<file path="config.mk">
export PLATFORM = sky130hd
export DESIGN_NAME = uart9_tx
export DESIGN_NICKNAME = d
export VERILOG_FILES = /design/src/rtl/uart9_pkg.sv /design/src/rtl/uart9_framer.sv /design/src/rtl/uart9_bitclk.sv /design/src/rtl/uart9_shifter.sv /design/src/rtl/uart9_tx.sv
export SDC_FILE = /design/constraint.sdc
export NUM_CORES = 1
export LEC_CHECK = 0
export BUFFER_PORTS_ARGS = -buffer_cell sky130_fd_sc_hd__buf_2
export CORE_AREA = 2 2 82 84
export DETAILED_ROUTE_END_ITERATION = 8
export DIE_AREA = 0 0 84 86
export PLACE_DENSITY = 0.58
export REMOVE_ABC_BUFFERS = 1
export SYNTH_ARGS = -nofsm -noshare
export SYNTH_HDL_FRONTEND = slang
export SYNTH_HIERARCHICAL = 1
export SYNTH_SLANG_ARGS = --single-unit
export TNS_END_PERCENT = 50
</file>
<file path="constraint.sdc">
create_clock -name clk -period 3.1 [get_ports clk]
set_input_delay 0.155 -clock clk [delete_from_list [all_inputs] [get_ports clk]]
set_output_delay 0.155 -clock clk [all_outputs]
set_load 0.1 [all_outputs]
</file>
<file path="src/rtl/uart9_pkg.sv">
// Shared constants and types for the nine-bit serial transmitter.
// Assumes a frame of at most 1 start + 9 data + 2 stop bits.
package uart9_pkg;

    localparam int unsigned WORD_W    = 9;
    localparam int unsigned FRAME_MAX = 12;
    localparam int unsigned LEN_W     = $clog2(FRAME_MAX + 1);

    // Format codes; the three coded formats keep their fixed encodings.
    typedef enum logic [2:0] {
        FMT_PLAIN_A = 3'b000,
        FMT_PLAIN   = 3'b001,
        FMT_PLAIN_B = 3'b010,
        FMT_SEVEN_P = 3'b011,
        FMT_NINE    = 3'b100,
        FMT_WAKE    = 3'b101,
        FMT_PLAIN_C = 3'b110,
        FMT_EIGHT_P = 3'b111
    } fmt_e;

    // One queued transmit request, captured at write time.
    typedef struct packed {
        logic [WORD_W-1:0] word;
        fmt_e              fmt;
        logic              odd;
        logic              two_stop;
    } txreq_t;

endpackage

</file>
<file path="src/rtl/uart9_framer.sv">
// Builds the complete LSB-first frame vector and its length from a request.
// Purely combinational; bits above the frame length are held at 1.
module uart9_framer
    import uart9_pkg::*;
(
    input  txreq_t                 req,
    output logic [FRAME_MAX-1:0]   frame,
    output logic [LEN_W-1:0]       frame_len
);

    logic [7:0] body;
    logic       ninth;
    logic       has_ninth;
    logic       par8;
    logic       par7;

    // Parity over eight or seven bits; odd sense inverts the XOR.
    assign par8 = (^req.word[7:0]) ^ req.odd;
    assign par7 = (^req.word[6:0]) ^ req.odd;

    // Select body contents and the ninth bit from the format code.
    always_comb begin
        body      = req.word[7:0];
        ninth     = 1'b1;
        has_ninth = 1'b0;
        unique case (req.fmt)
            FMT_NINE, FMT_WAKE: begin
                has_ninth = 1'b1;
                ninth     = req.word[8];
            end
            FMT_EIGHT_P: begin
                has_ninth = 1'b1;
                ninth     = par8;
            end
            FMT_SEVEN_P: body = {par7, req.word[6:0]};
            default: ;
        endcase
    end

    // Assemble start, body, optional ninth bit; stop bits are the 1 fill.
    always_comb begin
        frame      = '1;
        frame[0]   = 1'b0;
        frame[8:1] = body;
        if (has_ninth) frame[9] = ninth;
        frame_len  = LEN_W'(10) + LEN_W'(has_ninth) + LEN_W'(req.two_stop);
    end

endmodule

</file>
<file path="src/rtl/uart9_bitclk.sv">
// Divides the shared baud tick into bit periods of TICKS_PER_BIT ticks.
// Restart re-aligns the count so a new frame starts with a full bit.
module uart9_bitclk #(
    parameter int unsigned TICKS_PER_BIT = 16
) (
    input  logic clk,
    input  logic rst_n,
    input  logic restart,
    input  logic tick,
    output logic bit_end
);

    localparam int unsigned CW = (TICKS_PER_BIT > 1) ? $clog2(TICKS_PER_BIT) : 1;
    localparam logic [CW-1:0] LAST = CW'(TICKS_PER_BIT - 1);

    logic [CW-1:0] cnt;

    // Count ticks within the current bit, wrapping at the last one.
    always_ff @(posedge clk) begin
        if (!rst_n || restart) begin
            cnt <= '0;
        end else if (tick) begin
            cnt <= (cnt == LAST) ? '0 : cnt + CW'(1);
        end
    end

    assign bit_end = tick && (cnt == LAST);

endmodule

</file>
<file path="src/rtl/uart9_shifter.sv">
// Shifts a loaded frame onto the line one bit per bit_end.
// Load takes priority over a shift in the same cycle.
module uart9_shifter
    import uart9_pkg::*;
(
    input  logic                  clk,
    input  logic                  rst_n,
    input  logic                  load,
    input  logic [FRAME_MAX-1:0]  frame_in,
    input  logic [LEN_W-1:0]      len_in,
    input  logic                  bit_end,
    output logic                  txd,
    output logic                  busy,
    output logic                  last_end
);

    logic [FRAME_MAX-1:0] sreg;
    logic [LEN_W-1:0]     remain;

    // Hold the frame, the bits left, and the busy flag.
    always_ff @(posedge clk) begin
        if (!rst_n) begin
            sreg   <= '1;
            remain <= '0;
            busy   <= 1'b0;
        end else if (load) begin
            sreg   <= frame_in;
            remain <= len_in;
            busy   <= 1'b1;
        end else if (busy && bit_end) begin
            sreg   <= {1'b1, sreg[FRAME_MAX-1:1]};
            remain <= remain - LEN_W'(1);
            if (remain == LEN_W'(1)) busy <= 1'b0;
        end
    end

    assign last_end = busy && bit_end && (remain == LEN_W'(1));
    assign txd      = busy ? sreg[0] : 1'b1;

endmodule

</file>
<file path="src/rtl/uart9_tx.sv">
// Nine-bit asynchronous serial transmitter with a one-deep holding register.
// Assumes baud_tick is a single-cycle enable; settings are captured at write.
module uart9_tx
    import uart9_pkg::*;
#(
    parameter int unsigned TICKS_PER_BIT = 16
) (
    input  logic         clk,
    input  logic         rst_n,
    input  logic         baud_tick,
    input  logic         wr_en,
    input  logic [8:0]   wr_data,
    input  logic [2:0]   mode,
    input  logic         odd_par,
    input  logic         two_stop,
    output logic         txd,
    output logic         buf_free,
    output logic         buf_empty_irq,
    output logic         tx_done_irq
);

    txreq_t               hold_q;
    logic                 hold_vld;
    logic                 accept;
    logic                 load;
    logic                 busy;
    logic                 last_end;
    logic                 bit_end;
    logic [FRAME_MAX-1:0] frame;
    logic [LEN_W-1:0]     frame_len;

    assign accept   = wr_en && !hold_vld;
    assign load     = hold_vld && (!busy || last_end);
    assign buf_free = !hold_vld;

    // Capture a request with its settings when the holding register is free.
    always_ff @(posedge clk) begin
        if (!rst_n) begin
            hold_vld <= 1'b0;
            hold_q   <= '0;
        end else if (accept) begin
            hold_vld <= 1'b1;
            hold_q   <= '{word: wr_data, fmt: fmt_e'(mode), odd: odd_par, two_stop: two_stop};
        end else if (load) begin
            hold_vld <= 1'b0;
        end
    end

    // Register the two event pulses.
    always_ff @(posedge clk) begin
        if (!rst_n) begin
            buf_empty_irq <= 1'b0;
            tx_done_irq   <= 1'b0;
        end else begin
            buf_empty_irq <= load;
            tx_done_irq   <= last_end && !hold_vld;
        end
    end

    uart9_framer i_framer (
        .req       (hold_q),
        .frame     (frame),
        .frame_len (frame_len)
    );

    uart9_bitclk #(
        .TICKS_PER_BIT (TICKS_PER_BIT)
    ) i_bitclk (
        .clk     (clk),
        .rst_n   (rst_n),
        .restart (load),
        .tick    (baud_tick),
        .bit_end (bit_end)
    );

    uart9_shifter i_shifter (
        .clk      (clk),
        .rst_n    (rst_n),
        .load     (load),
        .frame_in (frame),
        .len_in   (frame_len),
        .bit_end  (bit_end),
        .txd      (txd),
        .busy     (busy),
        .last_end (last_end)
    );

endmodule

</file>
Word level (Yosys, flattened, before mapping)

Cells that the tools add are included.

Reduce and logical (&&, ||, !) cells: 19
Add/subtract/negate cells: 4
Bitwise operators: 2
Equality and inequality tests: 6
Multiplexer cells: 15

Operators with widths:

| cell                  | count |
|---|---|
| $mux W10              | 2 |
| $mux W4               | 3 |
| $eq A3 B3 Y1 const B  | 3 |
| $mux W1               | 8 |
| $mux W8               | 1 |
| $reduce_xor A8 Y1     | 1 |
| $reduce_xor A7 Y1     | 1 |
| $logic_and A1 B1 Y1   | 6 |
| $reduce_bool A2 Y1    | 3 |
| $add A4 B1 Y4         | 1 |
| $add A4 B1 Y4 const A | 1 |
| $add A4 B1 Y4 const B | 1 |
| $eq A4 B1 Y1 const B  | 1 |
| $eq A4 B4 Y1 const B  | 1 |
| $sub A4 B1 Y4 const B | 1 |
| $eq A3 B2 Y1 const B  | 1 |
| $logic_not A1 Y1      | 3 |
| $reduce_or A3 Y1      | 1 |
| $logic_or A1 B1 Y1    | 2 |
| $pmux W1 S2           | 1 |
| $reduce_and A2 Y1     | 1 |
| $reduce_or A2 Y1      | 1 |
| $xor A1 B1 Y1         | 2 |

Output and inout bits: 4
Logic and storage cells: 57
Input port bits: 18
Register bits after elaboration: 36

Logic depth before layout (Yosys ltp)

Depth after elaboration: 8
Mapped depth: 12
Mapped depth without buffers: 10

Hierarchy

Netlist, hierarchy kept.

By module, submodules not included:

| module        | cells each | seq. area each (µm²) | instances | area each (µm²) |
|---|---|---|---|---|
| uart9_shifter | 99         | 340.3                | 1         | 823.3 |
| uart9_tx      | 72         | 340.3                | 1         | 678.2 |
| uart9_framer  | 30         | 0.0                  | 1         | 241.5 |
| uart9_bitclk  | 20         | 80.1                 | 1         | 185.2 |

Worst setup path before layout

OpenSTA, ideal clock, no wires.

Kind: flip-flop to flip-flop
Start point: register i_bitclk.cnt[0]
End point: register i_shifter.sreg[9]
Stages on the path, launching flop included: 12
Path slack: 0.759 ns
Data required time: 2.966 ns
Setup time: 0.134 ns
Arrival time: 2.207 ns
Path buffers: 2
Clock period less this slack: 2.341 ns
Cell sequence: dfxtp_1 -> ha_1 -> nand2_1 -> nor2_1 -> nand2_1 -> buf_2 -> nor4_1 -> nand2b_1 -> and2_1 -> clkbuf_1 -> nor2b_1 -> o21ai_0

Cells in the longest elaborated chain, start to end: 7
Elaborated cells on any way between the ends: 8
Those cells by class: eq/ne: 1; mux: 1; reduce/logical: 6

Ends and longest elaborated chain:

| item                                           | RTL line            | source |
|---|---|---|
| start, declared                                | uart9_bitclk.sv:16  | `logic [CW-1:0] cnt;` |
| start signal, assigned                         | uart9_bitclk.sv:23  | `cnt <= (cnt == LAST) ? '0 : cnt + CW'(1);` |
| $eq A4 B4 Y1 *                                 | uart9_bitclk.sv:27  | `assign bit_end = tick && (cnt == LAST);` |
| $logic_and A1 B1 Y1 *                          | uart9_bitclk.sv:27  |  |
| via bit_end                                    | uart9_tx.sv:28      | `logic bit_end;` |
| $logic_and A1 B1 Y1 * (2 in a row)             | uart9_shifter.sv:37 | `assign last_end = busy && bit_end && (remain == LEN_W'(1));` |
| via last_end                                   | uart9_tx.sv:27      | `logic last_end;` |
| $logic_or A1 B1 Y1 *                           | uart9_tx.sv:33      | `assign load = hold_vld && (!busy \|\| last_end);` |
| $logic_and A1 B1 Y1 *                          | uart9_tx.sv:33      |  |
| via load                                       | uart9_tx.sv:25      | `logic load;` |
| $mux W10 or $reduce_bool A2 Y1 (tied branches) | n/a                 |  |
| end signal, assigned                           | uart9_shifter.sv:27 | `sreg <= frame_in;` |
| end signal, assigned                           | uart9_shifter.sv:31 | `sreg <= {1'b1, sreg[FRAME_MAX-1:1]};` |
| end, declared                                  | uart9_shifter.sv:17 | `logic [FRAME_MAX-1:0] sreg;` |

Mark *: on every way through the listed nets, which the timed path passes. The rest lies on a longest branch.
A chain may end at the register's enable or synchronous reset.

Final worst setup path

Start point: register i_bitclk.cnt[0]
End point: register i_shifter.sreg[6]

The elaborated chain is that of the path after synthesis.

==> flow_summary.ini <==
[route]
totalWireLength_mm = 3.45
ant_nets = 0
viasPerCell = 4.64
drc = 0
wire_per_inst_microns = 11.3
drt-pass1-iter-count = 4
vias = 1421
first_iter_violations = 89

[timing]
clock_skew_ps = 4.36
rsz0062_at_grt = no
period_share_pct = 76.4
fin_crit_ps = 2370
finalSetupViolations = 0
setup_slack_ps = 731
tightest_slew_ps = 973
slew_headroom_pct = 34.8
fin_tns_setup_ps = 0
final-hold-violation-count = 0
slew_violations = 0
max_freq_mhz = 422

[clocking]
ctsResizeCount = 0
clock-root-buffer = clkbuf_8
post_cts_buffers = 0
h-tree-depth = 2
cts_sinks = 38
clock_latency_ps = 280
cts-buffers-inserted = 5
cts_tree = yes
cts_hold_buf = 0
clockBufferDepth = 2
cts.clk_slew.worst_paths_ps = 70

[place]
hpwl_mm = 2.35
pre_cts_ws_ps = 744
dpl_cell_area_sq_um = 2000
routabilityCongestion = 0.668
port_buffers = 21

[yosys]
synthAdderAreaFrac_pct = 2.60
synth_top_family_by_area = simple AND/OR/NAND/NOR gates
yosys_register_bits = 38
synth_xor_area_share_pct = 6.16
yosys_warnings = 6
synth-compound-area-share_pct = 13.9
syn_area_per_cell_sq_um = 8.72
yosys.area_share.simple_pct = 20.1
synthMuxAreaShare_pct = 7.79
synthesis.instances = 221
synth_cell_types = 38
synthArstFlopShare_pct = 0
syn-cell-area_sq_um = 1930
dominantRegCellSynth = dfxtp_1
synth-edff-count = 0
synth-seq-area-share_pct = 39.5

[floorplanning]
fp.coreArea_sq_um = 6280
start_util_pct = 30.7
die_w_microns = 84
die-area_sq_um = 7220
rows = 29
io_pins = 22
fp.dieH_microns = 86

[job]
maxCapViolCount = 0

[power]
power_density_nw_per_um2 = 492
p_leak_nw = 0.879
finalPower_mw = 1.03
ir_drop_mv = 0.241

[global_route]
grt_pass1_wl_mm = 6.29
grt_remaining_overflow = 0
antenna_found_initial = 0
grt_max_degree = 51
track_usage_pct = 10.7
grt_pass1_vias = 1424

[critical_path]
critPathLaunch = i_bitclk/cnt[0]
rr_startpoint = i_bitclk/cnt[0]
cpMaxStageDelayCell = and2_1
cp.required_ps = 3240
slowest_delay_ps = 400
start_kind = register
path_class = reg2reg
crit_chain = ha_1, nand2_1, nor2_1, nand2_1, nor4_1, nand2b_1, and2_1, inv_1, nor2_1, o21ai_1
cp_max_fo = 13
arrival_ps = 2510
endpoint_kind = register

[layout]
antenna_cells = 0
num-nets-final = 252
stdcell_area_sq_um = 2080
area_delta_synth_final_pct = 8.11
drive_gt1_share_pct = 14.4

[hold_path]
hp-class = in2reg
hp-start = wr_data[4]

[run_status]
outcome = finished clean
==> layout by cell type (no fill, tap or decap), types with 2 or more instances in the layout <==
cell and n:
clkbuf_8 6, nand2b_1 5, nand3b_1 2, buf_4 3, mux2i_1 15, nand2_1 34, xnor2_1 8, nor2b_1 4
o21ai_1 8, nand3_1 2, inv_1 7, buf_2 21, xor2_1 3, dfxtp_1 38, a21oi_1 3, a21boi_0 2
conb_1 4, nor2_1 11, a211oi_1 12, or3_1 2, and3_1 13, o21ai_0 8, ha_1 4
==> worst max-delay path, delay by kind of cell (launching register included) <==
family                   cells  cell delay [ps]
flip-flops                   1              370
buffers and inverters        1              300
AO/OA/AOI/OAI                1               80
adder cells (fa/ha/maj)      1              180
AND/OR/NAND/NOR              7             1290
==> power breakdown <==
part	internal (mW)	switching, mW	total, mW
combinational	0.0728	0.0815	0.154
sequential	0.520	0.0273	0.547
clock	0.171	0.153	0.324
==> metal layers <==
metal  up-vias  routed length, microns  track usage (%)
li1        749                       -                -
met1       645                    1620             13.0
met2        25                    1640             18.0
met3         2                     174             3.56
met4         0                      23             3.52
met5         -                       0                0
==> kinds of logic after synthesis <==
logic type               after synthesis
multiplexers                          15
AO/OA/AOI/OAI                         40
XOR/XNOR                              12
adder cells (fa/ha/maj)                4
buffers and inverters                 31
other                                  2
AND/OR/NAND/NOR                       79
flip-flops                            38
==> cell usage after synthesis (2+ instances only) <==
library cell / n / area [sq um]
a211oi_1: 12 / 90.1
a21boi_0: 2 / 15.0
a21oi_1: 3 / 15.0
and3_1: 13 / 81.3
buf_2: 4 / 20.0
buf_4: 11 / 82.6
clkbuf_1: 7 / 26.3
conb_1: 2 / 7.51
dfxtp_1: 38 / 761
ha_1: 4 / 50.1
inv_1: 7 / 26.3
mux2i_1: 15 / 150
nand2_1: 34 / 128
nand2b_1: 5 / 31.3
nand3_1: 2 / 10.0
nand3b_1: 2 / 15.0
nor2_1: 11 / 41.3
nor2b_1: 5 / 31.3
o21ai_0: 8 / 40.0
o21ai_1: 8 / 40.0
or3_1: 2 / 12.5
xnor2_1: 8 / 70.1
xor2_1: 3 / 26.3
==> area by class of cell <==
class	count	area [sq um]
Fill cell	672	4190
Clock buffer	6	82.6
Timing Repair Buffer	24	128
Tap cell	77	96.3
Inverter	7	26.3
Multi-Input combinational cell	154	991
Sequential cell	38	761
==> path summary, 6_finish.rpt <==
kind / cells after the start / slack [ps] / endpoint
worst max-delay path: 10 / 730 / i_shifter/sreg[6]
worst min-delay path: 3 / 110 / hold_q[9]
worst max register to register: 10 / 730 / i_shifter/sreg[6]
worst min register to register: 2 / 460 / hold_q[13]
==> state kept, by name (all words and copies together) (netlist names) <==
register          flops
buf_empty_irq         1
hold_q               14
i_shifter/remain      4
i_shifter/sreg       12
i_bitclk/cnt          4
tx_done_irq           1
hold_vld              1
i_shifter/busy        1
==> stage by stage <==
stage	hold WS [ps]	util (%)	std cells
5_1_grt	112	33.2	306
2_1_floorplan	231	-	199
3_3_place_gp	403	31.9	300
6_report	110	33.2	306
4_1_cts	96.4	33.2	306
3_5_place_dp	407	31.9	300
No activity file was read; power rests on OpenSTA's default activity.
